File: src/rtl/ecc_fix_pkg.sv
// Package: shared widths and result types for the ECC syndrome classifier.
// Assumes a three-byte Hamming code that protects a 512-byte chunk.
package ecc_fix_pkg;

    localparam int LANE_W     = 8;
    localparam int LANES      = 3;
    localparam int BYTE_IDX_W = 9;
    localparam int BIT_IDX_W  = 3;

    typedef enum logic [1:0] {
        FIX_CLEAN    = 2'd0,
        FIX_DATA     = 2'd1,
        FIX_ECC_ONLY = 2'd2,
        FIX_FATAL    = 2'd3
    } fix_status_e;

    typedef struct packed {
        fix_status_e           status;
        logic [BYTE_IDX_W-1:0] byte_idx;
        logic [BIT_IDX_W-1:0]  bit_idx;
    } fix_result_t;

endpackage

File: src/rtl/ecc_syn_xor.sv
// Module: forms the syndrome lane by lane and flags a zero syndrome and an
// erased (all ones) stored code. Purely combinational.
module ecc_syn_xor #(
    parameter int LANE_W = 8,
    parameter int LANES  = 3,
    localparam int SYN_W = LANE_W * LANES
) (
    input  logic [SYN_W-1:0] stored,
    input  logic [SYN_W-1:0] fresh,
    output logic [SYN_W-1:0] syn,
    output logic             syn_zero,
    output logic             stored_blank
);

    logic [LANES-1:0] lane_zero;
    logic [LANES-1:0] lane_ones;

    // One lane per code byte: difference, zero test, erased test
    for (genvar g = 0; g < LANES; g++) begin : g_lane
        assign syn[g*LANE_W +: LANE_W] = stored[g*LANE_W +: LANE_W] ^ fresh[g*LANE_W +: LANE_W];
        assign lane_zero[g]            = ~|syn[g*LANE_W +: LANE_W];
        assign lane_ones[g]            = &stored[g*LANE_W +: LANE_W];
    end

    // Combine the per-lane flags
    assign syn_zero     = &lane_zero;
    assign stored_blank = &lane_ones;

endmodule

File: src/rtl/ecc_pair_screen.sv
// Module: checks whether every complementary parity pair of the syndrome
// differs (single data-bit signature). Also checks whether exactly one
// syndrome bit is set (code-byte damage). Combinational; the syndrome is
// taken as already formed.
module ecc_pair_screen #(
    parameter int LANE_W = 8,
    parameter int LANES  = 3,
    localparam int SYN_W = LANE_W * LANES
) (
    input  logic [SYN_W-1:0] syn,
    output logic             pairs_ok,
    output logic             one_hot
);

    function automatic logic [LANE_W-1:0] even_mask();
        logic [LANE_W-1:0] m;
        for (int i = 0; i < LANE_W; i++) m[i] = (i % 2 == 0);
        return m;
    endfunction

    localparam logic [LANE_W-1:0] EVEN_M = even_mask();
    localparam logic [SYN_W-1:0]  ONE    = {{(SYN_W-1){1'b0}}, 1'b1};

    logic [LANES-1:0] lane_ok;

    // Per lane: each bit pair must hold opposite values
    for (genvar g = 0; g < LANES; g++) begin : g_pair
        logic [LANE_W-1:0] d;
        assign d          = syn[g*LANE_W +: LANE_W];
        assign lane_ok[g] = ((d ^ (d >> 1)) & EVEN_M) == EVEN_M;
    end

    // Signature holds only if every lane matches
    assign pairs_ok = &lane_ok;

    // Exactly one set bit: nonzero and a power of two
    assign one_hot = (syn != '0) && ((syn & (syn - ONE)) == '0);

endmodule

File: src/rtl/ecc_locate.sv
// Module: turns the odd-position syndrome bits into a byte offset and a
// bit number. Odd bit k of the syndrome is given as odd_bits[k]. Only
// meaningful when the pair screen accepts the syndrome.
module ecc_locate #(
    parameter int BYTE_IDX_W = 9,
    parameter int BIT_IDX_W  = 3,
    localparam int ODD_W     = BYTE_IDX_W + BIT_IDX_W
) (
    input  logic [ODD_W-1:0]      odd_bits,
    output logic [BYTE_IDX_W-1:0] byte_idx,
    output logic [BIT_IDX_W-1:0]  bit_idx
);

    // Low odd bits give the byte offset, the top ones the bit number
    assign byte_idx = odd_bits[BYTE_IDX_W-1:0];
    assign bit_idx  = odd_bits[ODD_W-1:BYTE_IDX_W];

endmodule

File: src/rtl/nand_ecc_fixer.sv
// Module: top of the ECC syndrome classifier. Forms the syndrome,
// classifies it in a fixed priority (zero, erased-code exemption, data-bit
// signature, single code bit, otherwise fatal) and registers the verdict.
// The verdict appears with a one-cycle done pulse after chk_valid and is
// held until the next strobe. Assumes 3 lanes of 8 bits.
module nand_ecc_fixer
    import ecc_fix_pkg::*;
#(
    parameter int LANE_W   = ecc_fix_pkg::LANE_W,
    parameter int LANES    = ecc_fix_pkg::LANES,
    parameter int BYTE_I_W = ecc_fix_pkg::BYTE_IDX_W,
    parameter int BIT_I_W  = ecc_fix_pkg::BIT_IDX_W,
    localparam int SYN_W   = LANE_W * LANES,
    localparam int ODD_W   = SYN_W / 2
) (
    input  logic                clk,
    input  logic                rst_n,
    input  logic                chk_valid,
    input  logic                ignore_blank,
    input  logic [SYN_W-1:0]    stored_ecc,
    input  logic [SYN_W-1:0]    fresh_ecc,
    output logic                done,
    output logic [1:0]          status,
    output logic [BYTE_I_W-1:0] byte_idx,
    output logic [BIT_I_W-1:0]  bit_idx
);

    logic [SYN_W-1:0]    syn;
    logic                syn_zero;
    logic                stored_blank;
    logic                pairs_ok;
    logic                one_hot;
    logic [ODD_W-1:0]    odd_bits;
    logic [BYTE_I_W-1:0] loc_byte;
    logic [BIT_I_W-1:0]  loc_bit;
    fix_result_t         nxt;
    fix_result_t         res_q;
    logic                done_q;

    ecc_syn_xor #(.LANE_W(LANE_W), .LANES(LANES)) u_xor (
        .stored       (stored_ecc),
        .fresh        (fresh_ecc),
        .syn          (syn),
        .syn_zero     (syn_zero),
        .stored_blank (stored_blank)
    );

    ecc_pair_screen #(.LANE_W(LANE_W), .LANES(LANES)) u_screen (
        .syn      (syn),
        .pairs_ok (pairs_ok),
        .one_hot  (one_hot)
    );

    // Pick out the odd syndrome bits that carry the location
    for (genvar k = 0; k < ODD_W; k++) begin : g_odd
        assign odd_bits[k] = syn[2*k+1];
    end

    ecc_locate #(.BYTE_IDX_W(BYTE_I_W), .BIT_IDX_W(BIT_I_W)) u_loc (
        .odd_bits (odd_bits),
        .byte_idx (loc_byte),
        .bit_idx  (loc_bit)
    );

    // Priority classification of the current syndrome
    always_comb begin
        nxt = '0;
        if (syn_zero) begin
            nxt.status = FIX_CLEAN;
        end else if (ignore_blank && stored_blank) begin
            nxt.status = FIX_CLEAN;
        end else if (pairs_ok) begin
            nxt.status   = FIX_DATA;
            nxt.byte_idx = loc_byte;
            nxt.bit_idx  = loc_bit;
        end else if (one_hot) begin
            nxt.status = FIX_ECC_ONLY;
        end else begin
            nxt.status = FIX_FATAL;
        end
    end

    // Register the verdict on a strobe and pulse done one cycle later
    always_ff @(posedge clk) begin
        if (!rst_n) begin
            done_q <= 1'b0;
            res_q  <= '0;
        end else begin
            done_q <= chk_valid;
            if (chk_valid) res_q <= nxt;
        end
    end

    assign done     = done_q;
    assign status   = res_q.status;
    assign byte_idx = res_q.byte_idx;
    assign bit_idx  = res_q.bit_idx;

endmodule

File: config.mk
export PLATFORM = sky130hd
export DESIGN_NAME = nand_ecc_fixer
export DESIGN_NICKNAME = d
export VERILOG_FILES = /design/src/rtl/ecc_fix_pkg.sv /design/src/rtl/ecc_syn_xor.sv /design/src/rtl/ecc_pair_screen.sv /design/src/rtl/ecc_locate.sv /design/src/rtl/nand_ecc_fixer.sv
export SDC_FILE = /design/constraint.sdc
export NUM_CORES = 1
export LEC_CHECK = 0
export ABC_AREA = 1
export BUFFER_PORTS_ARGS = -buffer_cell sky130_fd_sc_hd__buf_2
export CORE_ASPECT_RATIO = 0.8
export CORE_MARGIN = 2
export CORE_UTILIZATION = 50
export CTS_BUF_LIST = sky130_fd_sc_hd__clkbuf_8
export CTS_CLUSTER_DIAMETER = 80
export DETAILED_ROUTE_END_ITERATION = 10
export PLACE_DENSITY = 0.76
export SYNTH_ARGS = -nofsm -noshare
export SYNTH_HDL_FRONTEND = slang
export SYNTH_HIERARCHICAL = 1
export SYNTH_SLANG_ARGS = --single-unit
File: constraint.sdc
create_clock -name clk -period 3.3 [get_ports clk]
set_input_delay 0.33 -clock clk [delete_from_list [all_inputs] [get_ports clk]]
set_output_delay 0.33 -clock clk [all_outputs]
set_load 0.03 [all_outputs]
Yosys cells after proc, flatten, opt, wreduce, memory -nomap -nowiden:

Index checks and enable logic that the tools add are counted.

* $add $sub $neg: 1
* $mul: 0
* div/mod/pow operators: 0
* magnitude comparators: 0
* equality and inequality tests: 3
* shift-type cells: 0
* mux-type cells: 7
* bitwise logic cells: 7
* reduce and logical (&&, ||, !) cells: 13

Operators with widths (number)
* $mux W12: 3
* $and A24 B24 Y24: 1
* $logic_not A24 Y1: 1
* $reduce_and A24 Y1: 1
* $reduce_bool A24 Y1: 1
* $reduce_or A8 Y1: 3
* $sub A24 B1 Y24 const B: 1
* $xor A8 B8 Y8: 3
* $xor A7 B7 Y7: 3
* $eq A4 B4 Y1 const B: 3
* $mux W2: 3
* $reduce_and A3 Y1: 2
* $logic_not A1 Y1: 3
* $logic_and A1 B1 Y1: 2
* $mux W1: 1

* register bits: 15
* latch bits: 0
* bits in writable memories: 0
* bits in read-only memories: 0
* input bits: 52
* output and inout port bits: 15
* logic and storage cells: 35
* memories kept: 0

Longest topological paths before layout:

* depth after elaboration: 9
* depth in mapped cells: 20
* depth with buffers taken out: 20

Modules after synthesis:

The synthesis kept the hierarchy.

By module, submodules not included
* ecc_pair_screen: times used 1, cells each 197, area each 1073.5 um^2
* nand_ecc_fixer: times used 1, cells each 94, area each 770.7 um^2
* ecc_syn_xor: times used 1, cells each 118, area each 515.5 um^2
* ecc_locate: times used 1, cells each 12, area each 90.1 um^2

Least setup slack after synthesis:

No wires, ideal clock.

* path type: input to register
* start: input stored_ecc[13]
* end: register res_q, in the netlist bit_idx[0]
* arrival time: 1931 ps
* required time: 3234 ps
* setup slack: 1302 ps
* cell stages on the path: 12
* buffers on the path: 1
* cells stage by stage: nand2_1 inv_1 nor2_1 inv_1 ha_1 nand4_1 nor3_1 buf_4 nand2_1 clkinv_1 nand3_2 a21oi_2

* word-level cells in the longest chain between the ends: 7
* elaborated cells on any way between the ends: 12
* those cells by class: eq/ne (1); mux (3); bitwise (2); reduce/logical (6)

Ends and longest elaborated chain
* start, declared: line nand_ecc_fixer.sv:20 `input logic [SYN_W-1:0] stored_ecc,`
* $xor A8 B8 Y8: line ecc_syn_xor.sv:20 `assign syn[g*LANE_W +: LANE_W] = stored[g*LANE_W +: LANE_W] ^ fresh[g*LANE_W +: LANE_W];`
* via syn[13]: line nand_ecc_fixer.sv:28 `logic [SYN_W-1:0] syn;`
* $xor A7 B7 Y7: line ecc_pair_screen.sv:30 `assign lane_ok[g] = ((d ^ (d >> 1)) & EVEN_M) == EVEN_M;`
* $eq A4 B4 Y1: line ecc_pair_screen.sv:30
* $reduce_and A3 Y1: line ecc_pair_screen.sv:34 `assign pairs_ok = &lane_ok;`
* via pairs_ok: line nand_ecc_fixer.sv:31 `logic pairs_ok;`
* $mux W12: line nand_ecc_fixer.sv:72 `end else if (pairs_ok) begin`
* $mux W12: line nand_ecc_fixer.sv:70 `end else if (ignore_blank && stored_blank) begin`
* $mux W12: line nand_ecc_fixer.sv:68 `if (syn_zero) begin`
* end signal, assigned: line nand_ecc_fixer.sv:90 `if (chk_valid) res_q <= nxt;`
* end, declared: line nand_ecc_fixer.sv:37 `fix_result_t res_q;`

The timed path passes the listed nets, and every way through them passes these cells.
A chain may end at the register's enable or synchronous reset.

Worst setup path after layout:

* start: input stored_ecc[6]
* end: register res_q, in the netlist status[0]

* word-level cells in the longest chain between the ends: 9
* elaborated cells on any way between the ends: 18
* those cells by class: add/sub (1); eq/ne (1); mux (4); bitwise (3); reduce/logical (9)

Ends and longest elaborated chain
* $xor A8 B8 Y8 (*): line ecc_syn_xor.sv:20
* via syn[6]: line nand_ecc_fixer.sv:28
* $sub A24 B1 Y24: line ecc_pair_screen.sv:37 `assign one_hot = (syn != '0) && ((syn & (syn - ONE)) == '0);`
* $and A24 B24 Y24: line ecc_pair_screen.sv:37
* $logic_not A24 Y1: line ecc_pair_screen.sv:37
* $logic_and A1 B1 Y1 (*): line ecc_pair_screen.sv:37
* via one_hot: line nand_ecc_fixer.sv:32 `logic one_hot;`
* $mux W1 (*): line nand_ecc_fixer.sv:76 `end else if (one_hot) begin`
* $mux W2 (*): line nand_ecc_fixer.sv:72
* $mux W2 (*): line nand_ecc_fixer.sv:70
* $mux W2 (*): line nand_ecc_fixer.sv:68

The timed path passes the listed nets; every way through them passes the cells marked *.

==> metrics.yaml <==
detailed_routing:
  drcViolationCount: 0
  firstDrtPassIters: 5
  drt-initial-drc-count: 118
  drt_wl_total_mm: 5.99
  drtAntennaViolNets: 0
  routed-via-count: 2612
  viasPerCell: 4.87
  wl_per_cell_um: 11.2
flow_run:
  cap_violations: 0
setup_path:
  crit_chain: "buf_2 -> nand2_1 -> inv_1 -> nor2_1 -> inv_1 -> ha_1 -> nand2_1 -> nor2_1 -> nand2_1 -> nand3_1 -> nand2_1 -> inv_1 -> nor2_2 -> nand3_1 -> nor2_1 -> nand2_1 -> nand3_2 -> a21oi_2"
  cpMaxStageDelayCell: "nor2_1"
  critPathMaxStageDelay_ps: 320
  critPathBufInv: 4
  path_class: "input port to register"
  end_kind: "register"
  critPathTopFamily: "simple AND/OR/NAND/NOR gates"
  arrival_ps: 2310
  cpMostUsedCell: "nand2_1"
  startpoint_type: "input port"
  required_ps: 3400
  crit_fanout: 4
sta:
  whs_ps: 284
  relSlewSlack: 0.569
  setup_ws_ps: 1090
  drv_slew: 0
  period_share: 0.669
  setup_tns_ps: 0
  rsz0062_at_grt: "no"
  fin_skew_ps: 0
  final_hold_viol_count: 0
  setup_viol: 0
  fmax_ghz: 0.453
  fin_crit_ps: 2210
  tightest_slew_ps: 645
clock_tree:
  post_cts_buffers: 0
  clk_latency_ps: 240
  cts_tree: "done"
  post_cts_resized: 0
  htree_levels: 1
  cts_root_buf: "clkbuf_8"
  cts_sinks: 15
  cts_hold_buf: 0
  ctsLongestPathBuffers: 2
  path_clk_slew_ps: 60
  cts_inserted_buffers: 3
grt:
  grt_pass1_vias: 2303
  overflow: 0
  grt_max_degree: 16
  track_usage: 0.226
  grt_pass1_wl_mm: 9.85
  antenna_found_initial: 0
placement:
  gp_congestion: 0.927
  dp_cells: 532
  dp_hpwl_mm: 5.01
  preCtsSetupSlack_ps: 857
  port_buffers: 66
  dpl_cell_area_um2: 2730
floorplan:
  ioPinCount: 67
  dieWidth_um: 82.3
  fp.dieH_um: 66.6
  start_util: 0.527
  core_um2: 4650
  die_area_um2: 5480
  num_rows: 22
outcome:
  outcome: "finished clean"
synth:
  yosys.area.top_type: "nand2_1"
  synthTopCellsByArea: "nand2_1 (19%), dfxtp_1 (12%), inv_1 (11%), ha_1 (10%), nor2_1 (8.7%)"
  synth_area_um2: 2450
  avgSynthCellArea_um2: 5.82
  postSynthCellCount: 421
  yosysSeqAreaShare: 0.123
  ys_types: 31
  synth_top_area_share: 0.192
  ys_seq_elements: 15
  synthesis.nets: 493
  ys_warn_count: 6
finish:
  stdcell_area_um2: 2770
  n_antenna_cell: 0
  layout.cells.non_filler: 536
  fill_cells: 466
  layout-drive-gt1-share: 0.267
  area_delta_synth_final_pct: 13.2
  fin_nets: 549
power:
  max-vdd-ir-drop_v: 0.000151
  powerDensity_nw_per_um2: 218
  power_leakage_nw: 1.53
hold_path:
  hp-class: "input port to register"
## synthesized netlist by cell type, drive strengths merged
master	instances
nand2	138
inv	78
nor2	72
nand3	23
ha	20
a21oi	18
buf	16
dfxtp	15
nand4	13
xnor2	8
clkinv	7
o21ai	5
nor3	2
a21boi	1
and2	1
and3	1
clkbuf	1
nand3b	1
o21bai	1
## path summary, 6_finish.rpt
check / endpoint / slack (ps) / from / cells past startpoint
setup reg to reg: bit_idx[2]$_SDFFE_PN0P_ / 2650 / bit_idx[2]$_SDFFE_PN0P_ / 2
hold reg to reg: byte_idx[2]$_SDFFE_PN0P_ / 470 / byte_idx[2]$_SDFFE_PN0P_ / 2
hold / removal: done$_SDFF_PN0_ / 280 / rst_n / 3
setup / recovery: status[0]$_SDFFE_PN0P_ / 1090 / stored_ecc[6] / 18
## power by group
| group | total [mW] | switching (mW) | internal [mW] |
|---|---|---|---|
| Sequential | 0.184 | 0.000883 | 0.183 |
| Combinational | 0.280 | 0.179 | 0.102 |
| Clock | 0.139 | 0.0570 | 0.0821 |
| Total | 0.604 | 0.237 | 0.367 |
## tightest hold or removal path: cells and delay by family
family,cells,cell delay [ps]
AND/OR/NAND/NOR,1,40
buffers and inverters,2,130
## sequential cells by signal (all words and copies together) (netlist names)
| signal | cells |
|---|---|
| done | 1 |
| bit_idx | 3 |
| byte_idx | 9 |
| status | 2 |
## per-stage QoR
stage / util / power, mW
6_report: 0.596 / 0.604
5_1_grt: 0.596 / 0.654
3_3_place_gp: 0.587 / 0.462
2_1_floorplan: - / 0.394
3_5_place_dp: 0.587 / 0.465
4_1_cts: 0.596 / 0.606
## layer usage
metal  vias to the layer above  GRT usage  wire, um
met2                       102      0.383      2730
met4                         0     0.0271        44
met1                      1131      0.311      2790
li1                       1373          -         -
met5                         -          0         0
met3                         6     0.0312       419
## layout by cell type, fill, tap and decap left out
cell      count
dfxtp_1      15
nand2_2      12
inv_1        73
a21oi_1       8
o21bai_2      1
nor2_8        1
nand2_4       1
clkinv_1      7
a21oi_2      10
buf_2        66
o21ai_2       1
nand2_1     125
nor3_1        2
nor2_2        6
and3_1        1
a21boi_0      1
buf_4         2
ha_1         20
inv_2         6
nor2_1       57
nand3_2      10
and2_1        1
o21ai_0       1
o21ai_1       3
xnor2_1       8
clkbuf_8      3
nand3b_1      1
nand3_1      13
nand4_1      13
nor2_4        8
## layout make-up
class / count / area [um2] / share of cell area
Multi-Input combinational cell: 304 / 1690 / 0.609
Timing Repair Buffer: 68 / 345 / 0.124
Inverter: 85 / 319 / 0.115
Sequential cell: 15 / 300 / 0.108
Tap cell: 60 / 75.1 / 0.0271
Clock buffer: 3 / 41.3 / 0.0149
Clock inverter: 1 / 3.75 / 0.00135
## logic make-up (layout without fill, tap and decap cells)
group,count (synthesis),in the layout,synth area share
simple gates,251,251,0.487
buf+inv,102,157,0.188
compound gates,25,25,0.0715
fa+ha+maj,20,20,0.102
flops,15,15,0.123
xor+xnor,8,8,0.0286
No activity file was read; power rests on OpenSTA's default activity.
